$ cat config.mk
export PLATFORM = sky130hd
export DESIGN_NAME = dac_pair_spi_tx
export DESIGN_NICKNAME = d
export VERILOG_FILES = /design/src/rtl/dps_pkg.sv /design/src/rtl/dps_half_tick.sv /design/src/rtl/dps_code_map.sv /design/src/rtl/dps_word_build.sv /design/src/rtl/dac_pair_spi_tx.sv
export SDC_FILE = /design/constraint.sdc
export NUM_CORES = 1
export LEC_CHECK = 0
export BUFFER_PORTS_ARGS = -buffer_cell sky130_fd_sc_hd__buf_2
export CORE_UTILIZATION = 60
export CTS_CLUSTER_DIAMETER = 150
export DETAILED_ROUTE_END_ITERATION = 8
export HOLD_SLACK_MARGIN = 0.06
export PLACE_DENSITY = 0.88
export SLEW_MARGIN = 20
export SYNTH_ARGS = -nofsm -noshare
export SYNTH_HDL_FRONTEND = slang
export SYNTH_SLANG_ARGS = --single-unit
$ cat constraint.sdc
create_clock -name clk -period 3.8 [get_ports clk]
set_input_delay 0.76 -clock clk [delete_from_list [all_inputs] [get_ports clk]]
set_output_delay 0.76 -clock clk [all_outputs]
set_load 0.05 [all_outputs]
$ cat src/rtl/dps_pkg.sv
package dps_pkg;

    typedef enum logic [2:0] {
        PH_IDLE,
        PH_XFER,
        PH_LDAC,
        PH_GAP,
        PH_DONE
    } dps_phase_e;

endpackage

$ cat src/rtl/dps_half_tick.sv
module dps_half_tick #(
    parameter int DIV_HALF = 2
) (
    input  logic clk,
    input  logic rst_n,
    input  logic run_i,
    output logic tick_o
);
    localparam int CNT_W = (DIV_HALF > 1) ? $clog2(DIV_HALF) : 1;

    logic [CNT_W-1:0] cnt_d, cnt_q;

    always_comb begin
        tick_o = run_i && (cnt_q == CNT_W'(DIV_HALF - 1));
        if (!run_i || tick_o) cnt_d = '0;
        else                  cnt_d = cnt_q + 1'b1;
    end

    always_ff @(posedge clk or negedge rst_n) begin
        if (!rst_n) cnt_q <= '0;
        else        cnt_q <= cnt_d;
    end

    AST_DIV_RANGE: assert property (@(posedge clk) disable iff (!rst_n)
        32'(cnt_q) < DIV_HALF);

endmodule

$ cat src/rtl/dps_code_map.sv
module dps_code_map #(
    parameter int IN_W   = 16,
    parameter int CODE_W = 12
) (
    input  logic [IN_W-1:0]   val_i,
    output logic [CODE_W-1:0] code_o
);
    // Offset-binary: flip the sign, keep the top CODE_W bits.
    assign code_o = {~val_i[IN_W-1], val_i[IN_W-2 -: CODE_W-1]};
endmodule

$ cat src/rtl/dps_word_build.sv
module dps_word_build #(
    parameter int CODE_W = 12,
    localparam int WORD_W = CODE_W + 4
) (
    input  logic              ch_i,
    input  logic [CODE_W-1:0] code_i,
    output logic [WORD_W-1:0] word_o
);
    // channel, unbuffered reference, unity gain, output active, code
    assign word_o = {ch_i, 1'b0, 1'b1, 1'b1, code_i};
endmodule

$ cat src/rtl/dac_pair_spi_tx.sv
module dac_pair_spi_tx
    import dps_pkg::*;
#(
    parameter int IN_W     = 16,
    parameter int CODE_W   = 12,
    parameter int DIV_HALF = 2,
    parameter int LDAC_CYC = 2
) (
    input  logic            clk,
    input  logic            rst_n,
    input  logic            send_i,
    input  logic [IN_W-1:0] st0_i,
    input  logic [IN_W-1:0] st1_i,
    input  logic [IN_W-1:0] st2_i,
    input  logic [IN_W-1:0] st3_i,
    output logic            sck_o,
    output logic            sdo_o,
    output logic            cs_a_n_o,
    output logic            cs_b_n_o,
    output logic            ldac_n_o,
    output logic            busy_o,
    output logic            done_o
);
    localparam int WORD_W    = CODE_W + 4;
    localparam int N_CH      = 4;
    localparam int FR_W      = $clog2(N_CH);
    localparam int HALF_LAST = 2 * WORD_W + 1;
    localparam int HALF_W    = $clog2(HALF_LAST + 1);
    localparam int LDAC_W    = $clog2(LDAC_CYC + 1);

    typedef struct packed {
        dps_phase_e               phase;
        logic [FR_W-1:0]          frame;
        logic [HALF_W-1:0]        half;
        logic [WORD_W-1:0]        sr;
        logic [N_CH*CODE_W-1:0]   codes;
        logic                     sck;
        logic                     cs_a_n;
        logic                     cs_b_n;
        logic                     ldac_n;
        logic [LDAC_W-1:0]        lcnt;
    } tx_state_t;

    tx_state_t st_d, st_q;

    logic [IN_W-1:0]        st_in [N_CH];
    logic [N_CH*CODE_W-1:0] codes_now;
    logic [WORD_W-1:0]      word_first, word_next;
    logic [FR_W-1:0]        nf;
    logic                   tick;

    assign st_in[0] = st0_i;
    assign st_in[1] = st1_i;
    assign st_in[2] = st2_i;
    assign st_in[3] = st3_i;

    for (genvar g = 0; g < N_CH; g++) begin : g_map
        dps_code_map #(.IN_W(IN_W), .CODE_W(CODE_W)) u_map (
            .val_i  (st_in[g]),
            .code_o (codes_now[g*CODE_W +: CODE_W])
        );
    end

    assign nf = st_q.frame + 1'b1;

    dps_word_build #(.CODE_W(CODE_W)) u_word_first (
        .ch_i   (1'b0),
        .code_i (codes_now[CODE_W-1:0]),
        .word_o (word_first)
    );

    dps_word_build #(.CODE_W(CODE_W)) u_word_next (
        .ch_i   (nf[0]),
        .code_i (st_q.codes[32'(nf)*CODE_W +: CODE_W]),
        .word_o (word_next)
    );

    dps_half_tick #(.DIV_HALF(DIV_HALF)) u_tick (
        .clk    (clk),
        .rst_n  (rst_n),
        .run_i  (st_q.phase == PH_XFER),
        .tick_o (tick)
    );

    always_comb begin
        st_d = st_q;
        case (st_q.phase)
            PH_IDLE, PH_DONE: begin
                st_d.phase = PH_IDLE;
                if (send_i) begin
                    st_d.phase  = PH_XFER;
                    st_d.frame  = '0;
                    st_d.half   = '0;
                    st_d.sr     = word_first;
                    st_d.codes  = codes_now;
                    st_d.sck    = 1'b0;
                    st_d.cs_a_n = 1'b0;
                    st_d.cs_b_n = 1'b1;
                end
            end
            PH_XFER: begin
                if (tick) begin
                    if (st_q.half == HALF_W'(HALF_LAST)) begin
                        if (st_q.frame == FR_W'(N_CH - 1)) begin
                            st_d.phase  = PH_LDAC;
                            st_d.ldac_n = 1'b0;
                            st_d.lcnt   = '0;
                        end else begin
                            st_d.frame  = nf;
                            st_d.half   = '0;
                            st_d.sr     = word_next;
                            st_d.cs_a_n = nf[FR_W-1];
                            st_d.cs_b_n = ~nf[FR_W-1];
                        end
                    end else begin
                        st_d.half = st_q.half + 1'b1;
                        if (st_q.half == HALF_W'(HALF_LAST - 1)) begin
                            st_d.cs_a_n = 1'b1;
                            st_d.cs_b_n = 1'b1;
                            st_d.sck    = 1'b0;
                        end else if (!st_q.half[0]) begin
                            st_d.sck = 1'b1;
                        end else begin
                            st_d.sck = 1'b0;
                            st_d.sr  = {st_q.sr[WORD_W-2:0], 1'b0};
                        end
                    end
                end
            end
            PH_LDAC: begin
                if (st_q.lcnt == LDAC_W'(LDAC_CYC - 1)) begin
                    st_d.ldac_n = 1'b1;
                    st_d.phase  = PH_GAP;
                end else begin
                    st_d.lcnt = st_q.lcnt + 1'b1;
                end
            end
            PH_GAP:  st_d.phase = PH_DONE;
            default: st_d.phase = PH_IDLE;
        endcase
    end

    always_ff @(posedge clk or negedge rst_n) begin
        if (!rst_n) begin
            st_q        <= '0;
            st_q.phase  <= PH_IDLE;
            st_q.cs_a_n <= 1'b1;
            st_q.cs_b_n <= 1'b1;
            st_q.ldac_n <= 1'b1;
        end else begin
            st_q <= st_d;
        end
    end

    assign sck_o    = st_q.sck;
    assign sdo_o    = st_q.sr[WORD_W-1];
    assign cs_a_n_o = st_q.cs_a_n;
    assign cs_b_n_o = st_q.cs_b_n;
    assign ldac_n_o = st_q.ldac_n;
    assign busy_o   = (st_q.phase == PH_XFER) || (st_q.phase == PH_LDAC) ||
                      (st_q.phase == PH_GAP);
    assign done_o   = (st_q.phase == PH_DONE);

    AST_ONE_SELECT: assert property (@(posedge clk) disable iff (!rst_n)
        cs_a_n_o || cs_b_n_o);

    AST_SCK_PARK: assert property (@(posedge clk) disable iff (!rst_n)
        (cs_a_n_o && cs_b_n_o) |-> !sck_o);

    AST_SDO_MODE0: assert property (@(posedge clk) disable iff (!rst_n)
        (!(cs_a_n_o && cs_b_n_o) && !$past(cs_a_n_o && cs_b_n_o) && !$fell(sck_o))
        |-> $stable(sdo_o));

    AST_LOAD_DESELECTED: assert property (@(posedge clk) disable iff (!rst_n)
        !ldac_n_o |-> (cs_a_n_o && cs_b_n_o));

    AST_LOAD_WIDTH: assert property (@(posedge clk) disable iff (!rst_n)
        $rose(ldac_n_o) |-> !$past(ldac_n_o, 2));

    AST_DONE_AFTER_LOAD: assert property (@(posedge clk) disable iff (!rst_n)
        done_o |-> (ldac_n_o && !busy_o && !$past(ldac_n_o, 2)));

    AST_SEND_IGNORED: assert property (@(posedge clk) disable iff (!rst_n)
        (busy_o && send_i) |=> ($stable(st_q.codes) && busy_o));

endmodule

Yosys cells after proc, flatten, opt, wreduce, memory -nomap -nowiden
Cells that the tools add are included.
{ "word_totals": {"reg_bits": 82, "input_bits": 67, "out_inout_bits": 7, "wordCells": 85} }
{ "op_classes": {"add_sub_neg": 4, "n_mul": 1, "eq_ne": 20, "n_shift": 1, "mux": 25, "bitwise": 5, "n_reduce_logical": 18} }
{ "ops": {"columns": ["op", "n"], "rows": [
  ["2-to-1 mux 76 bit", 1],
  ["one-hot mux 24 bit (2 select lines)", 1],
  ["variable part select 48 x 7 -> 12 bit", 1],
  ["2-to-1 mux 16 bit", 2],
  ["2-to-1 mux 27 bit", 1],
  ["2-to-1 mux 24 bit", 1],
  ["2-to-1 mux 22 bit", 1],
  ["AND reduction 5 bit", 4],
  ["!= test 2 bit (second input constant)", 8],
  ["== test 6 bit (second input constant)", 2],
  ["2-to-1 mux 3 bit", 4],
  ["!= test 3 bit (second input constant)", 4],
  ["one-hot mux 3 bit (2 select lines)", 2],
  ["one-hot mux 3 bit (4 select lines)", 1],
  ["AND reduction 4 bit", 3],
  ["2-to-1 mux 2 bit", 4],
  ["adder 6 x 1 -> 6 bit (second input constant)", 1],
  ["== test 3 x 2 -> 1 bit (second input constant)", 2],
  ["2-to-1 mux 6 bit", 1],
  ["AND reduction 6 bit", 1],
  ["2-to-1 mux 1 bit", 5],
  ["2-to-1 mux 5 bit", 1],
  ["inverter 1 bit", 5],
  ["adder 2 x 1 -> 2 bit (second input constant)", 2],
  ["13 further kinds", 16]
]} }

Logic depth before layout (Yosys ltp)
Gate-level depths: netlist of the first run.
{ "depth": {"depth_word": 7, "mapped_depth": 8, "ltp_nobuf": 6} }

Hierarchy
Synthesis of the first run repeated with hierarchy kept, for this count alone.
{ "hier_totals": {"cells_unflattened": 417, "hier_area_um2": 4719.5} }
{ "modules_own_cells": {"columns": ["module", "n_inst", "cells_each", "area_per_inst_um2", "seq_area_each_um2"], "rows": [
  ["dac_pair_spi_tx", 1, 330, 4077.7, 2030.7],
  ["dps_code_map", 4, 12, 86.3, 0.0],
  ["dps_word_build", 2, 18, 127.6, 0.0],
  ["dps_half_tick", 1, 3, 41.3, 25.0]
]} }

Worst setup path before layout of the first run
No wires, ideal clock.
{ "synth_timing": {"kind": "input to register", "startpoint": "in send_i", "endpoint": "reg st_q[73] in the netlist's numbering", "setup_ns": 0.078, "t_arrival_ns": 1.817, "required_ns": 3.722, "path_slack_ns": 1.905, "cell_stages": 5, "n_path_buf": 1, "path_cell_list": "nor3b_1 buf_2 nor2_2 or4_1 a21oi_1"} }
{ "synth_via": {"elab_chain_len": 2} }
{ "synth_lines": {"columns": ["item", "line", "rtl"], "rows": [
  ["from (decl)", "dac_pair_spi_tx.sv:11", "input logic send_i,"],
  ["!= test 2 bit (no source line)", null, null],
  ["AND reduction 4 bit (no source line)", null, null],
  ["to (signal assigned)", "dac_pair_spi_tx.sv:151", "st_q <= st_d;"],
  ["to (decl)", "dac_pair_spi_tx.sv:44", "tx_state_t st_d, st_q;"]
]} }
Every way passes these cells.
A chain may end at the register's enable or synchronous reset.

Worst setup path after layout of the first run
{ "layout_timing": {"startpoint": "reg st_q[70] in the netlist's numbering", "endpoint": "reg st_q[54] in the netlist's numbering"} }
{ "layout_via": {"elab_chain_len": 4, "word_cells_on_any_way": 9, "cone_classes": "5 x eq/ne; 3 x mux; 1 x reduce/logical"} }
{ "layout_lines": {"columns": ["item", "line", "rtl"], "rows": [
  ["== test 6 bit", "dac_pair_spi_tx.sv:103", "if (st_q.half == HALF_W'(HALF_LAST)) begin"],
  ["2-to-1 mux 22 bit", "dac_pair_spi_tx.sv:103", null],
  ["2-to-1 mux 27 bit", "dac_pair_spi_tx.sv:102", "if (tick) begin"],
  ["one-hot mux 24 bit (2 select lines)", "dac_pair_spi_tx.sv:87", "case (st_q.phase)"]
]} }
Parallel ways exist; a longest one is shown, timed or not. The select of a mux whose other input is x is not followed.

==> impl_metrics.env, run 1 <==
export IMPL_run_status="completed"
export IMPL_synth_seq_area_share=0.502
export IMPL_h_tree_depth=3
export IMPL_detailedPlacementHpwl_mm=5.92
export IMPL_final_net_count=534
export IMPL_synth_warning_count=0
export IMPL_cp_start_kind="flip-flop"
export IMPL_clock_tree_buffer_depth=2
export IMPL_floorplan_initialDensity=0.634
export IMPL_worst_slew_pin_slew_ps=1040
export IMPL_cts_tree="yes"
export IMPL_multiInputGateArea_sq_um=1850
export IMPL_final_wl_mm=9.16
export IMPL_ctsResizeCount=0
export IMPL_ff_latch_area_sq_um=2060
export IMPL_pin_count_of_the_biggest_net_entering_global_routing=83
export IMPL_synthArstFlopShare=1.00
export IMPL_ctsRootBufferMaster="sky130_fd_sc_hd__clkbuf_8"
export IMPL_route_met2_wl_mm=4.66
export IMPL_sw_frac_of_total=0.391
export IMPL_first_global_vias=3272
export IMPL_power_report_internal_total_mw=2.19
export IMPL_timing_hold_worst_class="reg2reg"
export IMPL_switching_power_mw=1.40
export IMPL_port_buffers=57
export IMPL_antenna_cells=0
export IMPL_post_route_period_util=0.687
export IMPL_met3WireLength_um=533
export IMPL_final_fill_count=460
export IMPL_report_power_total_mw=3.59
export IMPL_drv_cap=0
export IMPL_start_to_end_type_of_the_worst_setup_path="reg2reg"
export IMPL_routedWlPerCell_um=16.8
export IMPL_routed_top_layer="met4"
export IMPL_whs_endpoint="st_q[32]"
export IMPL_timing_rr_end="st_q[54]"
export IMPL_cts_buffers=9
export IMPL_placementRows=29
export IMPL_postSynthCellCount=415
export IMPL_setup_repair_after_global_routing_missed_its_margin="no"
export IMPL_hold_path_startpoint="st_q[32]"
export IMPL_r2r_start="st_q[70]"
export IMPL_slew_viol_final=0
export IMPL_power_static_leakage_nw=2.30
export IMPL_mappedNetlistNets=487
export IMPL_power_share_sequential=0.413
export IMPL_min_period_ps=2610
export IMPL_layout_cell_area_non_filler_sq_um=4600
export IMPL_synth_seq_cells=82
export IMPL_initial_antenna_violation_count=0
export IMPL_worstHoldPathCells=2
export IMPL_globalRouteTotalUtil=0.276
export IMPL_syn_cell_area_sq_um=4090
export IMPL_drive_gt1_frac=0.236
export IMPL_core_area_sq_um=6460
export IMPL_rrSetupSlack_ps=1190
export IMPL_pwr_per_cell_area_nw_per_um2=780
export IMPL_detail_route_drc_violations=0
export IMPL_grt_total_ovfl=0
export IMPL_drt_iter0_markers=345
export IMPL_worstPathRequired_ps=4040
export IMPL_grt_first_pass_wirelength_mm=15.4
export IMPL_route_detailed_vias_per_inst=6.04
export IMPL_post_synth_edffs=0
export IMPL_detailed_route_wire_length_on_metal_1_mm=3.75
export IMPL_clock_latency_ps=350
export IMPL_syn_area_per_cell_sq_um=9.86
export IMPL_setup_viol_count_final=0
export IMPL_ant_nets=0
export IMPL_dr_total_vias=3288
export IMPL_crit_arrival_ps=2850
export IMPL_gp_routability_congestion=0.821
export IMPL_yosysUniqueCellTypes=52
export IMPL_pin_count=74
export IMPL_drt_pass1_iterations=7
export IMPL_hold_violations=0
export IMPL_worst_slew_margin_rel=0.309
export IMPL_ys_flop_type="sky130_fd_sc_hd__dfrtp_1"
export IMPL_critical_path_endpoint_type="flip-flop"
export IMPL_clkSinkCount=82
export IMPL_achievable_frequency_mhz=383
export IMPL_setup_tns_final_ps=0
export IMPL_die_h_um=84.6
export IMPL_horizontal_extent_of_the_die_um=84.6
export IMPL_ir_worst_vdd_mv=0.417
export IMPL_share_comb_of_total_power=0.407
export IMPL_clock_power_share=0.180
export IMPL_ctsHoldBuffers=0
export IMPL_clkTransAtPathRegs_ps=90
export IMPL_placed_cell_area_sq_um=4400
export IMPL_finClkSkew_ps=10.7
export IMPL_total_die_area_sq_um=7160
export IMPL_post_cts_setup_buffers=0
export IMPL_depth_of_the_worst_register_to_register_path=5
export IMPL_area_added_between_synthesis_and_finish_pct=12.4
export IMPL_timing_critical_path_fanout_max=17
worst max-delay path by stage:
stage / endpoint / depth (start not counted) / slack, ps / start
2_1_floorplan: st_q[73] / 5 / 1900 / send_i
3_3_place_gp: st_q[76] / 6 / 1100 / send_i
3_5_place_dp: st_q[76] / 6 / 1000 / send_i
4_1_cts: st_q[54] / 5 / 1210 / st_q[70]
5_1_grt: st_q[65] / 5 / 1090 / st_q[70]
6_report: st_q[54] / 5 / 1190 / st_q[70]
registers in the layout, summed over array words and instances, names as in the netlist:
| register | count |
|---|---|
| st_q | 76 |
| cs_a_n_o | 1 |
| cs_b_n_o | 1 |
| ldac_n_o | 1 |
| sck_o | 1 |
| sdo_o | 1 |
| u_tick.cnt_q | 1 |
cells by family (layout without fill, tap and decap cells):
family          count (synthesis)  count (layout)  share of synthesized area
compound gates                 58              58                      0.101
fa+ha+maj                       5               5                     0.0153
simple gates                  194             194                      0.218
buf+inv                        44              96                     0.0465
flops                          82              82                      0.502
xor+xnor                        1               1                    0.00214
mux                            31              31                      0.114
critical path: stages, from the launching register on:
cell                      delay [ps]
sky130_fd_sc_hd__dfrtp_1         530
sky130_fd_sc_hd__ha_1            610
sky130_fd_sc_hd__nor2b_1         270
sky130_fd_sc_hd__a21oi_2         100
sky130_fd_sc_hd__a21oi_4         560
sky130_fd_sc_hd__mux2_2          400
power groups by stage:
stage	Clock, mW	Sequential (mW)	Combinational [mW]
finish	0.647	1.48	1.46
global route	0.687	1.52	1.60
CTS	0.651	1.48	1.46
detailed placement	0	1.48	1.44
global placement	0	1.45	1.38
floorplan	0	1.48	1.10
per-layer routing:
layer,global-route usage,vias to the layer above
li1,-,1527
met5,0,-
met2,0.463,146
met1,0.364,1589
met4,0.117,0
met3,0.0383,26
placed cells by master (no fill, tap or decap), drive strengths merged, types with 2 or more instances in the layout:
cell	n
and2	2
mux2i	13
a21oi	13
nor3	3
nor3b	3
clkinv	2
nand3	6
or4	4
a31oi	2
mux2	6
clkbuf	10
dfrtp	79
o22ai	2
inv	20
nand2	138
nor2	15
buf	62
or3b	2
dfstp	3
and4	4
a211oi	17
and3	11
ha	5
mux4	12
o31ai	7
o21ai	8
synth_stat cells, types with 2 or more instances:
master                       n  area share
sky130_fd_sc_hd__a211oi_1   17       0.031
sky130_fd_sc_hd__a21oi_1    11       0.013
sky130_fd_sc_hd__a31oi_1     2      0.0031
sky130_fd_sc_hd__and2_1      2      0.0031
sky130_fd_sc_hd__and3_1     11       0.017
sky130_fd_sc_hd__and4_1      4      0.0086
sky130_fd_sc_hd__buf_1       6      0.0055
sky130_fd_sc_hd__buf_2       5      0.0061
sky130_fd_sc_hd__buf_6       2      0.0055
sky130_fd_sc_hd__clkbuf_1   12       0.011
sky130_fd_sc_hd__dfrtp_1    79        0.48
sky130_fd_sc_hd__dfstp_2     3       0.019
sky130_fd_sc_hd__ha_1        5       0.015
sky130_fd_sc_hd__inv_1      18       0.017
sky130_fd_sc_hd__mux2_2      6       0.017
sky130_fd_sc_hd__mux2i_1    13       0.032
sky130_fd_sc_hd__mux4_2     12       0.066
sky130_fd_sc_hd__nand2_1   137        0.13
sky130_fd_sc_hd__nand3_1     6      0.0073
sky130_fd_sc_hd__nor2_1     14       0.013
sky130_fd_sc_hd__nor3_1      2      0.0024
sky130_fd_sc_hd__nor3b_1     3      0.0055
sky130_fd_sc_hd__o21ai_0     6      0.0073
sky130_fd_sc_hd__o22ai_1     2      0.0031
sky130_fd_sc_hd__o31ai_1     7       0.013
sky130_fd_sc_hd__or4_1       4      0.0073
metrics by stage:
stage	cells	setup slack (ps)	util	hold slack, ps
4_1_cts	544	1210	0.712	483
2_1_floorplan	415	1900	-	440
6_report	544	1190	0.712	483
3_3_place_gp	528	1100	0.681	453
5_1_grt	544	1090	0.712	510
3_5_place_dp	528	1000	0.681	462
area by class of cell:
class,instances,area share
multi-input cells,289,0.403
repair buffers,62,0.0707
inverters,18,0.0147
clock inverters,6,0.0163
clock buffers,10,0.0277
flip-flops and latches,82,0.447
well taps,77,0.0209
Power figures use the tool's default switching activity.
==> inputs of run 2 (changes only) <==
- CORE_UTILIZATION: 60 -> 50
- PLACE_DENSITY: 0.88 -> 0.79
- clock period: 3.8 -> 2.2 ns (I/O delays scaled with it)
==> run 2 against run 1 <==
Net effect:
- sequential power increased by 70%
- non-clock buffer count up 12
- power up 78%
- largest cell class unchanged
- first-iteration DRC count down 15%
- worst hold slack got worse by 430 ps
- global-route usage decreased by 4.5 points
- cell area rose by 3.4%
- combinational power increased by 80%
- clock-buffer cell count down 1
- routed wire length fell by 3.0%
==> impl_metrics.env, run 2 (synthesis results as in run 1) <==
export IMPL_run_status="completed"
export IMPL_setup_tns_final_ps=0
export IMPL_globalRouteTotalUtil=0.231
export IMPL_h_tree_depth=3
export IMPL_worst_slew_pin_slew_ps=519
export IMPL_floorplan_initialDensity=0.524
export IMPL_pin_count_of_the_biggest_net_entering_global_routing=54
export IMPL_route_detailed_vias_per_inst=5.55
export IMPL_drt_iter0_markers=294
export IMPL_drv_cap=0
export IMPL_clock_latency_ps=350
export IMPL_timing_hold_worst_class="in2async"
export IMPL_most_common_layout_cells="137 x sky130_fd_sc_hd__nand2_1, 79 x sky130_fd_sc_hd__dfrtp_1, 56 x sky130_fd_sc_hd__buf_2"
export IMPL_post_route_period_util=0.942
export IMPL_cts_tree="yes"
export IMPL_achievable_frequency_mhz=483
export IMPL_clock_tree_buffer_depth=2
export IMPL_power_static_leakage_nw=2.38
export IMPL_final_net_count=546
export IMPL_ctsResizeCount=0
export IMPL_drive_gt1_frac=0.257
export IMPL_setup_viol_count_final=0
export IMPL_horizontal_extent_of_the_die_um=92.5
export IMPL_detailedPlacementHpwl_mm=6.12
export IMPL_detail_route_drc_violations=0
export IMPL_use_met3=0.0525
export IMPL_crit_arrival_ps=2300
export IMPL_clkSinkCount=82
export IMPL_gp_routability_congestion=0.772
export IMPL_largest_register_ff_count=76
export IMPL_ctsHoldBuffers=0
export IMPL_worstPathRequired_ps=2430
export IMPL_finClkSkew_ps=9.99
export IMPL_final_critical_path_setup_slack_ps=128
export IMPL_dp_worst_setup_slack_ps=176
export IMPL_grt_total_ovfl=0
export IMPL_clkTransAtPathRegs_ps=90
export IMPL_first_global_vias=3256
export IMPL_routedWlPerCell_um=15.3
export IMPL_cp_start_kind="flip-flop"
export IMPL_critical_path_endpoint_type="flip-flop"
export IMPL_drt_pass1_iterations=4
export IMPL_met2_usage=0.355
export IMPL_slew_viol_final=0
export IMPL_timing_critical_path_fanout_max=11
export IMPL_standard_cell_with_the_maximum_stage_delay_on_the_critical_path="sky130_fd_sc_hd__ha_1"
export IMPL_area_added_between_synthesis_and_finish_pct=16.2
export IMPL_total_die_area_sq_um=8550
export IMPL_ctsRootBufferMaster="sky130_fd_sc_hd__clkbuf_8"
export IMPL_worst_slew_margin_rel=0.654
export IMPL_cts_buffers=9
export IMPL_global_routing_s_busiest_layer="met2"
export IMPL_crit_path_cell_trace="ha_1 > buf_4 > mux4_2 > and4_1 > a311oi_1 > mux2i_1"
export IMPL_cpPeakStageDelay_ps=410
export IMPL_report_power_total_mw=6.39
export IMPL_post_cts_setup_buffers=0
export IMPL_registers_top_by_ff_count="st_q"
export IMPL_gr_usage_met1=0.318
export IMPL_min_period_ps=2070
export IMPL_initial_antenna_violation_count=0
export IMPL_grt_first_pass_wirelength_mm=15.3
export IMPL_setup_repair_after_global_routing_missed_its_margin="no"
export IMPL_ant_nets=0
export IMPL_ir_worst_vdd_mv=0.527
export IMPL_die_h_um=92.5
export IMPL_start_to_end_type_of_the_worst_setup_path="reg2reg"
export IMPL_layout_commonest_cell="sky130_fd_sc_hd__nand2_1"
export IMPL_dr_total_vias=3224
export IMPL_hold_violations=0
export IMPL_final_wl_mm=8.89
export IMPL_pwr_per_cell_area_nw_per_um2=1340
export IMPL_core_area_sq_um=7810
export IMPL_antenna_cells=0
export IMPL_placementRows=32
export IMPL_port_buffers=57
export IMPL_pin_count=74
run 2: routing by layer:
metal	routed length, um	share of wire	vias to the layer above
met5	0	0	-
met2	4170	0.47	110
met4	196	0.022	0
li1	-	-	1548
met3	495	0.056	15
met1	4020	0.45	1551
run 2: path summary, 6_finish.rpt:
check	start	endpoint	slack, ps	depth (start not counted)
setup / recovery	st_q[76]	st_q[55]	130	6
max in group asynchronous	rst_n	st_q[35]	1530	2
hold / removal	rst_n	st_q[75]	50	1
hold reg to reg	st_q[40]	st_q[40]	480	2
min in group clk	st3_i[15]	st_q[53]	240	2
setup reg to reg	st_q[76]	st_q[55]	130	6
run 2: power by group:
group	total [mW]	switching [mW]	internal, mW
logic	2.63	1.43	1.20
clock network	1.23	0.582	0.651
registers	2.52	0.387	2.14
run 2: cell type report:
class	instances	area, sq um
multi-input combinational	289	1850
inverter	18	67.6
tap	102	128
fill	677	3050
timing repair buffer	74	428
clock inverter	7	101
sequential	82	2060
clock buffer	9	124
run 2: critical path, delay by kind of cell (launching register included):
family,cells,cell delay [ps]
buffers and inverters,1,250
adder cells (fa/ha/maj),1,410
flip-flops,1,390
AO/OA/AOI/OAI,1,240
multiplexers,2,430
AND/OR/NAND/NOR,1,210
run 2: through the flow:
stage,area [sq um],hold WS [ps],instances,util
floorplan,4090,144,415,-
global placement,4530,449,565,0.580
detailed placement,4530,451,565,0.580
CTS,4760,63.0,581,0.609
global route,4760,68.9,581,0.609
finish,4760,48.6,581,0.609
